[src/rtl/irq_status_enc.sv]
module irq_status_enc (
  input  logic       clk,
  input  logic       rst_n,
  input  logic       line_err,
  input  logic       rx_ready,
  input  logic       rx_timeout,
  input  logic       thr_empty,
  input  logic       modem_chg,
  input  logic [3:0] src_en,
  input  logic       fifo_on,
  input  logic       rd_stb,
  output logic [7:0] status,
  output logic       irq
);

  localparam logic [3:0] C_LINE = 4'b0110;
  localparam logic [3:0] C_DATA = 4'b0100;
  localparam logic [3:0] C_TMO  = 4'b1100;
  localparam logic [3:0] C_THR  = 4'b0010;
  localparam logic [3:0] C_MDM  = 4'b0000;
  localparam logic [3:0] C_NONE = 4'b0001;

  logic       p_line, p_data, p_tmo, p_mdm;
  logic       thr_lvl, thr_lvl_q, thr_pend, rd_q, rd_rise;
  logic [3:0] code;
  logic [7:0] live, stat_q;

  assign p_line  = line_err   & src_en[2];
  assign p_data  = rx_ready   & src_en[0];
  assign p_tmo   = rx_timeout & src_en[0];
  assign p_mdm   = modem_chg  & src_en[3];
  assign thr_lvl = thr_empty  & src_en[1];
  assign rd_rise = rd_stb & ~rd_q;

  always_comb begin
    if (p_line)        code = C_LINE;
    else if (p_tmo)    code = C_TMO;
    else if (p_data)   code = C_DATA;
    else if (thr_pend) code = C_THR;
    else if (p_mdm)    code = C_MDM;
    else               code = C_NONE;
  end

  assign live = {{2{fifo_on}}, 2'b00, code};

  always_ff @(posedge clk or negedge rst_n) begin
    if (!rst_n) begin
      stat_q    <= 8'h01;
      rd_q      <= 1'b0;
      thr_lvl_q <= 1'b0;
      thr_pend  <= 1'b0;
    end else begin
      rd_q      <= rd_stb;
      thr_lvl_q <= thr_lvl;
      if (!rd_stb) stat_q <= live;
      if (!thr_lvl)                                 thr_pend <= 1'b0;
      else if (!thr_lvl_q)                          thr_pend <= 1'b1;
      else if (rd_rise && stat_q[3:0] == C_THR)     thr_pend <= 1'b0;
    end
  end

  assign status = stat_q;
  assign irq    = ~stat_q[0];


  hold_chk: assert property (@(posedge clk) disable iff (!rst_n)
    rd_stb && rd_q |=> $stable(status));


  line_first_chk: assert property (@(posedge clk) disable iff (!rst_n)
    p_line && !rd_stb |=> status[3:0] == C_LINE);


  tmo_code_chk: assert property (@(posedge clk) disable iff (!rst_n)
    p_tmo && !p_line && !rd_stb |=> status[3:0] == C_TMO);


  idle_chk: assert property (@(posedge clk) disable iff (!rst_n)
    !rd_stb && !p_line && !p_data && !p_tmo && !p_mdm && !thr_pend
      |=> status[0] && irq == 1'b0);


  fifo_bits_chk: assert property (@(posedge clk) disable iff (!rst_n)
    !rd_stb |=> status[7:6] == {2{$past(fifo_on)}});


  thr_clear_chk: assert property (@(posedge clk) disable iff (!rst_n)
    rd_rise && status[3:0] == C_THR && thr_lvl_q |=> !thr_pend);

endmodule

[config.mk]
export PLATFORM = sky130hd
export DESIGN_NAME = irq_status_enc
export DESIGN_NICKNAME = d
export VERILOG_FILES = /design/src/rtl/irq_status_enc.sv
export SDC_FILE = /design/constraint.sdc
export NUM_CORES = 1
export LEC_CHECK = 0
export CORE_AREA = 2 2 39 41
export DETAILED_ROUTE_END_ITERATION = 10
export DIE_AREA = 0 0 41 43
export PLACE_DENSITY = 0.65
export SLEW_MARGIN = 20
export SYNTH_ARGS = -nofsm -noshare
export SYNTH_HDL_FRONTEND = slang
export SYNTH_SLANG_ARGS = --single-unit
[constraint.sdc]
create_clock -name clk -period 1.1 [get_ports clk]
set_clock_uncertainty 0.1 [all_clocks]
set_input_delay 0.275 -clock clk [delete_from_list [all_inputs] [get_ports clk]]
set_output_delay 0.275 -clock clk [all_outputs]
set_load 0.1 [all_outputs]
Word level (Yosys, flattened, before mapping)

Index checks and enable logic that the tools add are counted.

Flip-flop bits (word level): 8
Input bits: 13

Equality and inequality tests: 2
Muxes and demuxes: 8
Bitwise operators: 8
Reductions and logical operators: 1

Operators with widths:

| operator                                                               | number |
|---|---|
| 4-bit two-way mux                                                      | 2 |
| 1-bit bitwise AND                                                      | 6 |
| 4-bit by 2-bit equality test with 1-bit output (second input constant) | 1 |
| 1-bit two-way mux                                                      | 4 |
| 3-bit two-way mux                                                      | 1 |
| 3-bit by 2-bit != test with 1-bit output (second input constant)       | 1 |
| 2-bit two-way mux                                                      | 1 |
| 1-bit inverter                                                         | 2 |
| 1-bit logical AND                                                      | 1 |

Longest topological paths before layout

Gate-level depths: netlist (run 1).

Depth after elaboration: 6
Depth in mapped cells: 3
Depth with buffers taken out: 3

Worst setup path after synthesis (run 1)

OpenSTA, ideal clock, no wires.

Path kind: reg-to-reg
From: reg stat_q[1], in the netlist status[1]
To: reg thr_pend
Setup time: 0.122 ns
Data arrival time: 1.579 ns
Required time: 0.878 ns
Path slack: -0.702 ns
Cell stages (with the launch flop): 4
Cell sequence: dfrtp_1 > or4b_1 > o21ai_1 > a21boi_1

Word-level cells in the longest chain between the ends: 3

RTL lines:

| item                                               | RTL line | text |
|---|---|---|
| from (decl)                                        | 26       | `logic [7:0] live, stat_q;` |
| from (signal assigned)                             | 55       | `if (!rd_stb) stat_q <= live;` |
| 4-bit by 2-bit equality test with 1-bit output     | 58       | `else if (rd_rise && stat_q[3:0] == C_THR) thr_pend <= 1'b0;` |
| 1-bit logical AND                                  | 58       |  |
| 3-bit by 2-bit != test with 1-bit output (no line) | n/a      |  |
| to (signal assigned)                               | 56       | `if (!thr_lvl) thr_pend <= 1'b0;` |
| to (signal assigned)                               | 57       | `else if (!thr_lvl_q) thr_pend <= 1'b1;` |
| to (signal assigned)                               | 58       |  |
| to (decl)                                          | 24       | `logic thr_lvl, thr_lvl_q, thr_pend, rd_q, rd_rise;` |

No other way between the ends.
A chain may end at the register's enable or synchronous reset.

Worst setup path in the final report (run 1)

From: reg stat_q[0], in the netlist status[0]
To: out irq

Word-level cells in the longest chain between the ends: 1

RTL lines:

| item           | RTL line | text |
|---|---|---|
| 1-bit inverter | 63       | `assign irq = ~stat_q[0];` |
| to (decl)      | 13       | `output logic irq` |

No other way between the ends.

==> metrics.md, run 1 <==
| Metric | Value |
|---|---|
| Initial antenna violation count | 0 |
| Die area | 1763 µm² |
| Main synth FF type | dfrtp_1 |
| Synth unique cells | 19 |
| FP Rows | 14 |
| Largest net degree at the start of global routing | 10 |
| Number of global-route vias before repair | approximately 310 |
| Crit path DAT | 1.22 ns |
| Final Max Tran Viols | 0 |
| Synth Cell Area | roughly 350 µm² |
| Final net count | 72 |
| Drc violations | 0 |
| Share of layout cells above drive strength 1 | 44.83% |
| Final setup margin | -0.4928 ns |
| CP Data Required Time | 0.72 ns |
| Ports | 22 |
| Mapped Cells | 31 |
| TritonCTS buffer count | 3 |
| Number of DRC markers in iteration 0 | 2 |
| Status | finished with violations |
| Congestion Overflow GR | 0 |
| Tcrit/Tclk final | 144.8% |
| Seq/Total Area, Yosys | 58.12% |
| Hold Path Class | in2async |
| Design area | 715.7 µm² |
| CTS Sinks | 8 |
| Kind of critical path | reg2out |
| Placed cell areas | slightly below 700 µm² |
| Max Buffers Root-to-Sink | 2 |
| Starting Density | between 20% and 30% |
| Fin. Hold Viols | 0 |
| First-pass GRT wire length | around 1400 µm |
| Min Tclk post-route | 1.593 ns |
| Max IR drop VDD | 0.0006240 V |
| FMAX | 627.8 MHz |
| Pwr Density | 1490 nW/µm² |
| Vias | approximately 330 |
| Vias/cell | 4.446 |
| Synthesized flop and latch total | 8 |
| Post-synth EDFFs | 0 |
| DP HPWL | 669.6 µm |
| Port-buffer cells | 19 |
| Ys Warns | 0 |
| Clock Latency Late Sink | 0.25 ns |
| DRT Pass-1 Iters | 2 |
| Wire length per cell | 10.99 µm |
| Max FO, Critical Path | 3 |
| Unrepaired setup endpoints after global routing | true |
| Async set-reset flop share out of synthesis | 100.0% |
| Startpoint Class | flip-flop |
| Area growth syn-to-layout | 106.5% |
| Root Buffer | clkbuf_4 |
| Max Cap Viol | 0 |
| CTS clk-pin slew, worst paths | 0.06 ns |
| Place WS | -0.4894 ns |
| Lkg Pwr | 0.3216 nW |
| GRT Util Overall | 12.41% |
| Final setup fails | 8 |
| Commonest non-fill, non-tap cell in the layout | buf_12 |
| Finished Core Util | 51.72% |
| Antenna diodes | 0 |
| DRT antenna net count | 0 |
| H-tree levels | 1 |
| Gp weighted congestion | 0.6665 |
| Die span in x | 41 µm |
| Wirelength, routed | roughly 810 µm |
| TritonCTS clock tree | yes |
| Syn avg cell area | 11.18 µm² |
| Most frequent cells in the layout | buf_12, dlygate4sd2_1, clkdlybuf4s50_1 |
| Core Region | 1384 µm² |
| Die Ht | 43 µm |
| Crit. End Element | primary output |
| Violated checks | negative setup slack |
## worst max-delay path, stage by stage (launching register included)
cell and delay [ns]:
dfstp_4 0.62, buf_6 0.10, clkinvlp_4 0.08, buf_12 0.17
## per-stage QoR
stage	instances	total power, mW	hold slack, ns	TNS, ns
after floorplan	32	0.6362	-0.1206	-1.243
after global placement	69	0.8187	0.2982	-2.570
after detailed placement	69	0.8240	0.3030	-2.766
after CTS	73	1.077	0.2040	-2.380
after global routing	74	1.115	0.2246	-2.563
final	74	1.066	0.1951	-2.281
## report_power, final
| part | leakage [nW] | internal (mW) | switching [mW] |
|---|---|---|---|
| clock | 0.0150 | 0.139 | 0.105 |
| combinational | 0.213 | 0.187 | 0.283 |
| sequential | 0.0932 | 0.330 | 0.0220 |
## worst paths after layout
path	start	to	slack, ns	cells past startpoint
max	status[0]$_DFFE_PN1N_	irq	-0.49	3
min	rst_n	status[2]$_DFFE_PN0N_	0.20	1
max reg2reg	status[0]$_DFFE_PN1N_	thr_pend$_DFFE_PN0P_	-0.31	3
min reg2reg	thr_lvl_q$_DFF_PN0_	thr_pend$_DFFE_PN0P_	0.32	1
max in group asynchronous	rst_n	status[0]$_DFFE_PN1N_	0.40	1
min in group clk	thr_lvl_q$_DFF_PN0_	thr_pend$_DFFE_PN0P_	0.32	1
## flip-flops by register name (all words and copies together), names as in the netlist
name and flops:
rd_q 1, thr_lvl_q 1, status 5, thr_pend 1
## final cells by class
cell class / count / area, µm²
inverter: 1 / 7.507
multi-input combinational: 20 / 137.6
sequential: 8 / 215.2
tap: 16 / 20.02
fill: 130 / 668.1
clock buffer: 4 / 26.28
timing repair buffer: 25 / 309.0
## cells by family (layout without fill, tap and decap cells)
family | count (synthesis) | in the layout | share of synthesized area [%]
and+or+nand+nor | 9 | 9 | 15.53
AOI/OAI and AO/OA | 8 | 8 | 14.44
DFF | 8 | 8 | 58.12
buffers and inverters | 4 | 30 | 7.580
other | 1 | 2 | 1.082
muxes | 1 | 1 | 3.249
## routing by layer
layer | global-route usage, % | routed length (µm)
met5 | 0 | 0
met4 | 8.000 | 8
met3 | 5.236 | 94
met2 | 18.13 | 395
met1 | 14.09 | 314
## synthesized netlist by cell type, types with 3 or more instances
master   number  share of area [%]
buf_4         3                6.5
dfrtp_1       7                 51
nand2_1       3                3.2
o21ai_0       3                4.3
## repair_timing
item	in CTS	in global routing
pin swaps	7	1
hold buffers	0	0
endpoints found under the hold margin	0	0
endpoints found under the setup margin	12	8
setup buffers	0	1
resized for setup	11	0
(Power assumes the default switching activity.)
==> inputs of run 2 (changes only) <==
--- a/config.mk
+++ b/config.mk
@@ -6,6 +6,7 @@
 export NUM_CORES = 1
 export LEC_CHECK = 0
 export CORE_AREA = 2 2 39 41
+export CTS_CLUSTER_SIZE = 14
 export DETAILED_ROUTE_END_ITERATION = 10
 export DIE_AREA = 0 0 41 43
 export PLACE_DENSITY = 0.65
==> results of run 2 <==
Same layout as run 1: the final DEF is identical, and so are final timing and power.
